==> config.mk <==
export PLATFORM = sky130hd
export DESIGN_NAME = hdr_narrower
export DESIGN_NICKNAME = d
export VERILOG_FILES = /design/src/rtl/hnar_pkg.sv /design/src/rtl/hnar_fifo.sv /design/src/rtl/hnar_hdr.sv /design/src/rtl/hnar_sticky.sv /design/src/rtl/hdr_narrower.sv
export SDC_FILE = /design/constraint.sdc
export NUM_CORES = 1
export LEC_CHECK = 0
export ABC_AREA = 1
export BUFFER_PORTS_ARGS = -buffer_cell sky130_fd_sc_hd__buf_4
export CORE_MARGIN = 2
export CORE_UTILIZATION = 40
export DETAILED_ROUTE_END_ITERATION = 16
export GPL_TIMING_DRIVEN = 0
export PLACE_DENSITY = 0.55
export SYNTH_ARGS = -nofsm -noshare
export SYNTH_HDL_FRONTEND = slang
export SYNTH_SLANG_ARGS = --single-unit
==> constraint.sdc <==
create_clock -name clk -period 4.12 [get_ports clk]
set_input_delay 0.618 -clock clk [delete_from_list [all_inputs] [get_ports clk]]
set_output_delay 0.618 -clock clk [all_outputs]
set_load 0.01 [all_outputs]
==> src/rtl/hnar_pkg.sv <==
package hnar_pkg;

   function automatic bit is_pow2(input int v);
      return (v > 0) && ((v & (v - 1)) == 0);
   endfunction

   function automatic int lanes_of(input int wide, input int narrow);
      return wide / narrow;
   endfunction

endpackage

==> src/rtl/hnar_fifo.sv <==
module hnar_fifo #(
   parameter int W     = 16,
   parameter int DEPTH = 16,
   parameter int LANES = 2
) (
   input  logic               clk,
   input  logic               rst_n,
   input  logic               wr_en,
   input  logic [LANES*W-1:0] wr_data,
   input  logic               rd_en,
   output logic [W-1:0]       rd_data,
   output logic               empty,
   output logic               full,
   output logic               room,
   output logic [$clog2(DEPTH):0] count
);
   localparam int AW = $clog2(DEPTH);
   localparam int CW = AW + 1;

   logic [W-1:0]  mem [DEPTH];
   logic [AW-1:0] wptr, rptr;
   logic [W-1:0]  lane [LANES];
   logic          do_rd;

   for (genvar g = 0; g < LANES; g++) begin : g_lane
      assign lane[g] = wr_data[g*W +: W];
   end

   assign do_rd = rd_en && !empty;

   always_ff @(posedge clk) begin
      if (wr_en) begin
         for (int i = 0; i < LANES; i++) begin
            mem[AW'(wptr + AW'(i))] <= lane[i];
         end
      end
   end

   always_ff @(posedge clk) begin
      if (!rst_n) begin
         wptr  <= '0;
         rptr  <= '0;
         count <= '0;
      end else begin
         if (wr_en) wptr <= AW'(wptr + AW'(LANES));
         if (do_rd) rptr <= AW'(rptr + 1'b1);
         count <= CW'(count + (wr_en ? CW'(LANES) : CW'(0)) - (do_rd ? CW'(1) : CW'(0)));
      end
   end

   assign rd_data = mem[rptr];
   assign empty   = (count == '0);
   assign full    = (count == CW'(DEPTH));
   assign room    = (CW'(DEPTH) - count) >= CW'(LANES);

   a_r4_no_overflow: assert property (@(posedge clk) disable iff (!rst_n)
      count <= CW'(DEPTH));
   a_r4_write_has_room: assert property (@(posedge clk) disable iff (!rst_n)
      wr_en |-> room);
   a_r3_empty_pop_ignored: assert property (@(posedge clk) disable iff (!rst_n)
      (empty && !wr_en) |=> (count == '0) && $stable(rptr));
endmodule

==> src/rtl/hnar_hdr.sv <==
module hnar_hdr #(
   parameter int HW    = 16,
   parameter int CNT_W = 8
) (
   input  logic             clk,
   input  logic             rst_n,
   input  logic             take,
   input  logic [HW-1:0]    field,
   input  logic [HW-1:0]    pattern,
   output logic             hit,
   output logic             frame_start,
   output logic [CNT_W-1:0] frame_count
);
   assign hit = (field == pattern);

   always_ff @(posedge clk) begin
      if (!rst_n) begin
         frame_start <= 1'b0;
         frame_count <= '0;
      end else begin
         frame_start <= take && hit;
         if (take && hit) frame_count <= CNT_W'(frame_count + 1'b1);
      end
   end

   a_r5_count_step: assert property (@(posedge clk) disable iff (!rst_n)
      frame_start |-> frame_count == CNT_W'($past(frame_count) + 1'b1));
   a_r5_count_still: assert property (@(posedge clk) disable iff (!rst_n)
      !frame_start |-> $stable(frame_count));
endmodule

==> src/rtl/hnar_sticky.sv <==
module hnar_sticky (
   input  logic clk,
   input  logic rst_n,
   input  logic set,
   input  logic clr,
   output logic flag
);
   always_ff @(posedge clk) begin
      if (!rst_n)   flag <= 1'b0;
      else if (set) flag <= 1'b1;
      else if (clr) flag <= 1'b0;
   end

   a_r7_hold: assert property (@(posedge clk) disable iff (!rst_n)
      (flag && !clr) |=> flag);
   a_r7_set_wins: assert property (@(posedge clk) disable iff (!rst_n)
      set |=> flag);
endmodule

==> src/rtl/hdr_narrower.sv <==
module hdr_narrower #(
   parameter int IN_W  = 32,
   parameter int OUT_W = 16,
   parameter int DEPTH = 16,
   parameter int CNT_W = 8
) (
   input  logic             clk,
   input  logic             rst_n,
   input  logic [IN_W-1:0]  in_data,
   input  logic             in_valid,
   output logic             in_ready,
   input  logic [OUT_W-1:0] hdr_pattern,
   input  logic             fwd_hdr,
   input  logic             rd_en,
   output logic [OUT_W-1:0] rd_data,
   output logic             fifo_empty,
   output logic             fifo_full,
   output logic             frame_start,
   output logic [CNT_W-1:0] frame_count,
   output logic             ovf_err,
   input  logic             ovf_clr
);
   import hnar_pkg::*;

   localparam int LANES = lanes_of(IN_W, OUT_W);
   localparam int CW    = $clog2(DEPTH) + 1;

   if (IN_W % OUT_W != 0 || LANES < 2) begin : g_bad_width
      $error("IN_W must be a multiple of OUT_W, at least twice it");
   end
   if (!is_pow2(DEPTH) || DEPTH < 2 * LANES) begin : g_bad_depth
      $error("DEPTH must be a power of two and hold two words");
   end

   logic          room, take, hit, wr_en, lost;
   logic [CW-1:0] count;

   assign take     = in_valid && room;
   assign lost     = in_valid && !room;
   assign wr_en    = take && (!hit || fwd_hdr);
   assign in_ready = room;

   hnar_hdr #(.HW(OUT_W), .CNT_W(CNT_W)) u_hdr (
      .clk(clk), .rst_n(rst_n), .take(take),
      .field(in_data[IN_W-1 -: OUT_W]), .pattern(hdr_pattern),
      .hit(hit), .frame_start(frame_start), .frame_count(frame_count)
   );

   hnar_fifo #(.W(OUT_W), .DEPTH(DEPTH), .LANES(LANES)) u_fifo (
      .clk(clk), .rst_n(rst_n), .wr_en(wr_en), .wr_data(in_data),
      .rd_en(rd_en), .rd_data(rd_data), .empty(fifo_empty),
      .full(fifo_full), .room(room), .count(count)
   );

   hnar_sticky u_ovf (
      .clk(clk), .rst_n(rst_n), .set(lost), .clr(ovf_clr), .flag(ovf_err)
   );

   a_r6_drop_keeps_fifo: assert property (@(posedge clk) disable iff (!rst_n)
      (in_valid && in_ready && !fwd_hdr && in_data[IN_W-1 -: OUT_W] == hdr_pattern
       && (fifo_empty || !rd_en)) |=> $stable(count));
   a_r7_lost_no_frame: assert property (@(posedge clk) disable iff (!rst_n)
      (in_valid && !in_ready) |=> !frame_start && ovf_err);
   a_r4_full_stalls: assert property (@(posedge clk) disable iff (!rst_n)
      fifo_full |-> !in_ready);
endmodule

# Yosys cells after proc, flatten, opt, wreduce, memory -nomap -nowiden
# Memory sizes are Yosys's and may differ from the RTL's. A register that Yosys moved wholly into a read port is not among the register bits.
# Cells that the tools add are included.
[totals]
latchBits = 0
ram_bits = 256
mem_bits_ro = 0
mem_count = 1
out_inout_bits = 29
regBits = 23
in_bits = 54
[memory_table]
columns = ["name", "words", "width", "rd", "rd_clocked_by_memory_dff", "wr", "line_no", "rtl"]
rows = [
  ["u_fifo.mem", 16, 16, 1, 1, 2, "hnar_fifo.sv:20", "logic [W-1:0] mem [DEPTH];"],
]
[classes]
div_mod_pow = 0
shifts = 0
order_cmp = 1
reduce_logical = 11
n_addsub = 7
muxes = 8
bitwise = 0
eq_ne = 2
mul = 0
[ops]
columns = ["op", "n"]
rows = [
  ["16-bit equality test", 1],
  ["4-bit by 1-bit adder with 4-bit output (second input constant)", 2],
  ["8-bit by 1-bit adder with 8-bit output (second input constant)", 1],
  ["4-bit two-way mux", 2],
  ["5-bit adder", 1],
  ["5-bit equality test (second input constant)", 1],
  ["5-bit by 2-bit greater-or-equal comparator with 1-bit output (second input constant)", 1],
  ["1-bit logical AND", 5],
  ["5-bit logical NOT", 1],
  ["1-bit two-way mux", 5],
  ["5-bit subtractor", 1],
  ["5-bit subtractor (first input constant)", 1],
  ["4-bit by 2-bit adder with 4-bit output (second input constant)", 1],
  ["1-bit logical NOT", 3],
  ["2-bit two-way mux", 1],
  ["2-bit nonzero test", 1],
  ["1-bit logical OR", 1],
]

# Longest topological paths before layout
[logic_depth]
ltp_word = 7
depth_mapped = 19

# Cells and area by module
# From an unflattened synthesis, not the netlist that was laid out.
[hier_totals]
hier_cells = 1315
hier_area_um2 = 12683.4
[by_module_without_submodules]
columns = ["module", "n_inst", "cells_each", "area_per_inst_um2"]
rows = [
  ["hnar_fifo", 1, 1138, 11772.5],
  ["hnar_hdr", 1, 165, 839.6],
  ["hnar_sticky", 1, 6, 43.8],
  ["hdr_narrower", 1, 6, 27.5],
]

# Worst setup path before layout
# OpenSTA, ideal clock, no wires.
[synth_timing]
path_kind = "register -> register"
start = "register u_fifo.count[2]"
end = "memory u_fifo.mem[0][0] (enable)"
synth_period_minus_slack_ps = 3403
required_time_ps = 3699
n_path_buf = 0
path_slack_ps = 717
t_arrival_ps = 2982
stages_incl_launch_ff = 15
path_cell_list = "dfxtp_1 inv_2 ha_1 nand2_1 inv_1 ha_1 nand3b_1 nor2_2 nand3_2 nand2_2 inv_2 nand2_1 inv_2 nand2_2 nor2_1"
[synth_rtl]
columns = ["item", "line_no", "rtl"]
rows = [
  ["start: declaration", "hnar_fifo.sv:15", "output logic [$clog2(DEPTH):0] count"],
  ["start signal: assignment", "hnar_fifo.sv:47", "count <= CW'(count + (wr_en ? CW'(LANES) : CW'(0)) - (do_rd ? CW'(1) : CW'(0)));"],
  ["end: declaration", "hnar_fifo.sv:20", ""],
]

==> summary.md <==
| Metric | Value |
|---|---|
| I/O pin total | `83` |
| Final net count | `1118` |
| Post-Syn Area | `11900 um2` |
| Final HPWL DP | `20300 um` |
| Synth top area share | `64.8%` |
| Synth top area cells | `edfxtp_1 65%, mux2i_1 5.4%, dfxtp_1 4.4%, o211ai_1 4.0%, inv_1 3.5%` |
| CTS tree | `yes` |
| Die Area | `31100 um2` |
| Setup Viol. Count Final | `0` |
| Hold Path End | `u_ovf.flag` |
| CTS Sinks | `282` |
| Layout overhead on the synthesized area | `19.4%` |
| Max capacitance violation total | `0` |
| Root buffer cell | `clkbuf_16` |
| RSZ-0062 raised after global routing | `false` |
| Min-delay src | `ovf_clr` |
| Clock latency on the worst-skew pair | `0.54 ns` |
| Status | `finished, final reports clean` |
| EDFF count, synth | `256` |
| Max_slew headroom | `37.4%` |
| Cells after Synth | `928` |
| Vias | `7654` |
| Routed wire length | `31700 um` |
| Actual slew at the worst max-slew pin | `0.938 ns` |
| Final ANT Viol Nets | `0` |
| Library cells used by synthesis | `29` |
| Worst Path Required | `3.50 ns` |
| WP data arrival | `2.90 ns` |
| CTS H-Tree Depth | `1` |
| Setup CP Type | `flop to primary output` |
| CTS clk-pin slew, worst paths | `0.06 ns` |
| Total power | `0.00817 W` |
| Reg2Reg Capture Point | `u_fifo.mem[12][7]` |
| Initial antenna violation count | `0` |
| Most used cell, CP | `clkbuf_1` |
| Most numerous cell in the Yosys netlist | `edfxtp_1` |
| Crit. End Element | `primary output` |
| Ys flop type | `edfxtp_1` |
| Share of cells above drive strength 1 | `16.4%` |
| Hold Worst Slack | `0.317 ns` |
| Fin. max-slew vios | `0` |
| Tmin final | `3.52 ns` |
| Register Area | `8210 um2` |
| Max FO, Critical Path | `10` |
| Remaining DRCs | `0` |
| Clock Skew | `0.0128 ns` |
| Post-DR wirelength/cell | `21.7 um` |
| CTS Buffer Depth | `3` |
| Drt initial violations | `610` |
| Seq cells post-synth | `282` |
| ANT cells | `0` |
| Share of synthesized registers carrying an async set or reset | `0%` |
| Area of the multi-input gates | `3010 um2` |
| Post-synthesis sequential area ratio | `69.2%` |
| Hold-fix buffers, CTS | `0` |
| Vias per cell | `5.23` |
| Reg2reg start | `u_fifo.count[2]` |
| Syn. warnings | `0` |
| Post-synth top area cell | `edfxtp_1` |
| Max Clk Rate | `0.284 GHz` |
| FILL cells | `2646` |
| Worst reg-to-reg path cell count | `15` |
| Vias in the first global route | `7280` |
| Worst vdd ir | `0.000324 V` |
| Initial core utilization | `40.4%` |
| Largest net degree at the start of global routing | `29` |
| Die Ht | `176 um` |
| Pre-Repair DR Iteration Count | `4` |
| CP max stage delay | `0.54 ns` |
| Global route overflow | `0` |
| First-pass GRT wire length | `46400 um` |
| Syn_area_per_cell | `12.8 um2` |
| Cell leakage power | `5.21 nW` |
| Port Buffer Count | `82` |
| Power Dens Cells | `577 nW/um2` |
| Worst Hold Class | `primary input to flop` |
| Final GP Congestion | `0.796` |
| Top cells by instance count after synthesis | `256 x edfxtp_1, 110 x inv_1, 85 x nand2_1` |
| Register-to-register setup slack | `1.21 ns` |
| Core Area | `29400 um2` |
| Core Rows | `63` |
| Delay-heaviest family, CP | `buffers and inverters` |
| Num CTS Buffers | `30` |
| Slowest cell on crit path | `clkbuf_1` |
| Gr usage total | `20.5%` |
| Critical path startpoint category | `flop` |
| # resized after CTS | `0` |
| Crit path cell chain | `clkbuf_1 > inv_1 > clkbuf_1 > o211ai_1 > nand2_1 > buf_4` |
| Crit path buf inv count | `4` |
| Final period utilization | `85.5%` |
| Syn Nets | `996` |
| Final hold vios | `0` |
| Post-CTS setup buffers | `0` |
| Die Wd | `176 um` |
| Hold path depth | `4` |
==> power by group <==
group	total [W]	switching (W)	leakage, nW	internal, W
Combinational	0.00213	0.00136	2.20	0.000768
Clock	0.00259	0.00107	0.475	0.00152
Sequential	0.00346	0.0000704	2.54	0.00339
==> metal layers <==
layer / share of wire (%) / track usage [%]
met5: 0 / 0
met4: 1.4 / 4.72
met3: 6.8 / 2.86
met2: 47 / 33.5
met1: 44 / 29.2
==> how the worst max path moves through the flow <==
stage / from / end / slack (ns) / cells after the start
final: flop / rd_data[12] / 0.60 / 6
after global routing: flop / rd_data[12] / 0.57 / 6
after CTS: flop / rd_data[12] / 0.65 / 6
after detailed placement: in_data[22] / u_fifo.count[3] / 1.09 / 15
after global placement: in_data[25] / u_fifo.mem[12][7] / -0.74 / 12
after floorplan: u_fifo.count[2] / u_fifo.mem[0][0] / 0.72 / 14
==> logic make-up (layout without fill, tap and decap cells) <==
logic type	after synthesis	after routing	share of synthesized area, %
XOR/XNOR	11	11	0.812
AO/OA/AOI/OAI	227	227	10.9
flip-flops	282	282	69.2
multiplexers	64	64	5.40
AND/OR/NAND/NOR	170	170	6.20
adder cells (fa/ha/maj)	14	14	1.54
buffers and inverters	160	306	5.97
==> sequential cells by signal, indices dropped and copies added, names as in the netlist, named ones only <==
name / count
u_hdr.frame_start: 1
u_fifo.rptr: 4
u_fifo.wptr: 3
u_ovf.flag: 1
u_hdr.frame_count: 8
u_fifo.mem: 256
u_fifo.count: 5
==> stage by stage <==
step | setup TNS (ns) | instances | instance area (um2) | util, % | worst slack (ns)
3_5_place_dp | 0 | 1408 | 13200 | 44.9 | 1.09
2_1_floorplan | 0 | 928 | 11900 | - | 0.717
3_3_place_gp | -127.76 | 1400 | 13000 | 44.1 | -0.740
5_1_grt | 0 | 1464 | 14200 | 48.2 | 0.569
6_report | 0 | 1464 | 14200 | 48.2 | 0.599
4_1_cts | 0 | 1464 | 14200 | 48.2 | 0.651
==> tightest hold or removal path: stages <==
cell and delay, ns:
buf_4 0.07, inv_1 0.03, nand2_1 0.04, a21oi_1 0.05
==> cell usage in the layout (no fill, tap or decap), types with 4 or more instances in the layout <==
cell type,n
buf_4,88
buf_12,8
dfxtp_1,26
inv_1,110
xor2_1,7
clkbuf_16,31
clkbuf_8,5
buf_1,4
inv_2,4
clkinv_2,7
nor2_4,11
a21oi_1,77
edfxtp_1,256
buf_6,4
o21ai_1,6
nand3_1,19
buf_2,5
o211ai_1,64
ha_1,13
nand2_1,85
clkbuf_1,30
nor2_1,41
nand3_2,4
o21ai_0,80
clkinv_1,5
xnor2_1,4
mux2i_1,64
==> cell type report <==
class	instances	area share (%)
Multi-Input combinational cell	486	21.3
Timing Repair Buffer	90	5.63
Sequential cell	282	57.9
Buffer	46	1.98
Tap cell	390	3.44
Clock inverter	14	0.644
Inverter	114	3.02
Clock buffer	42	6.12
(Power assumes the default switching activity.)
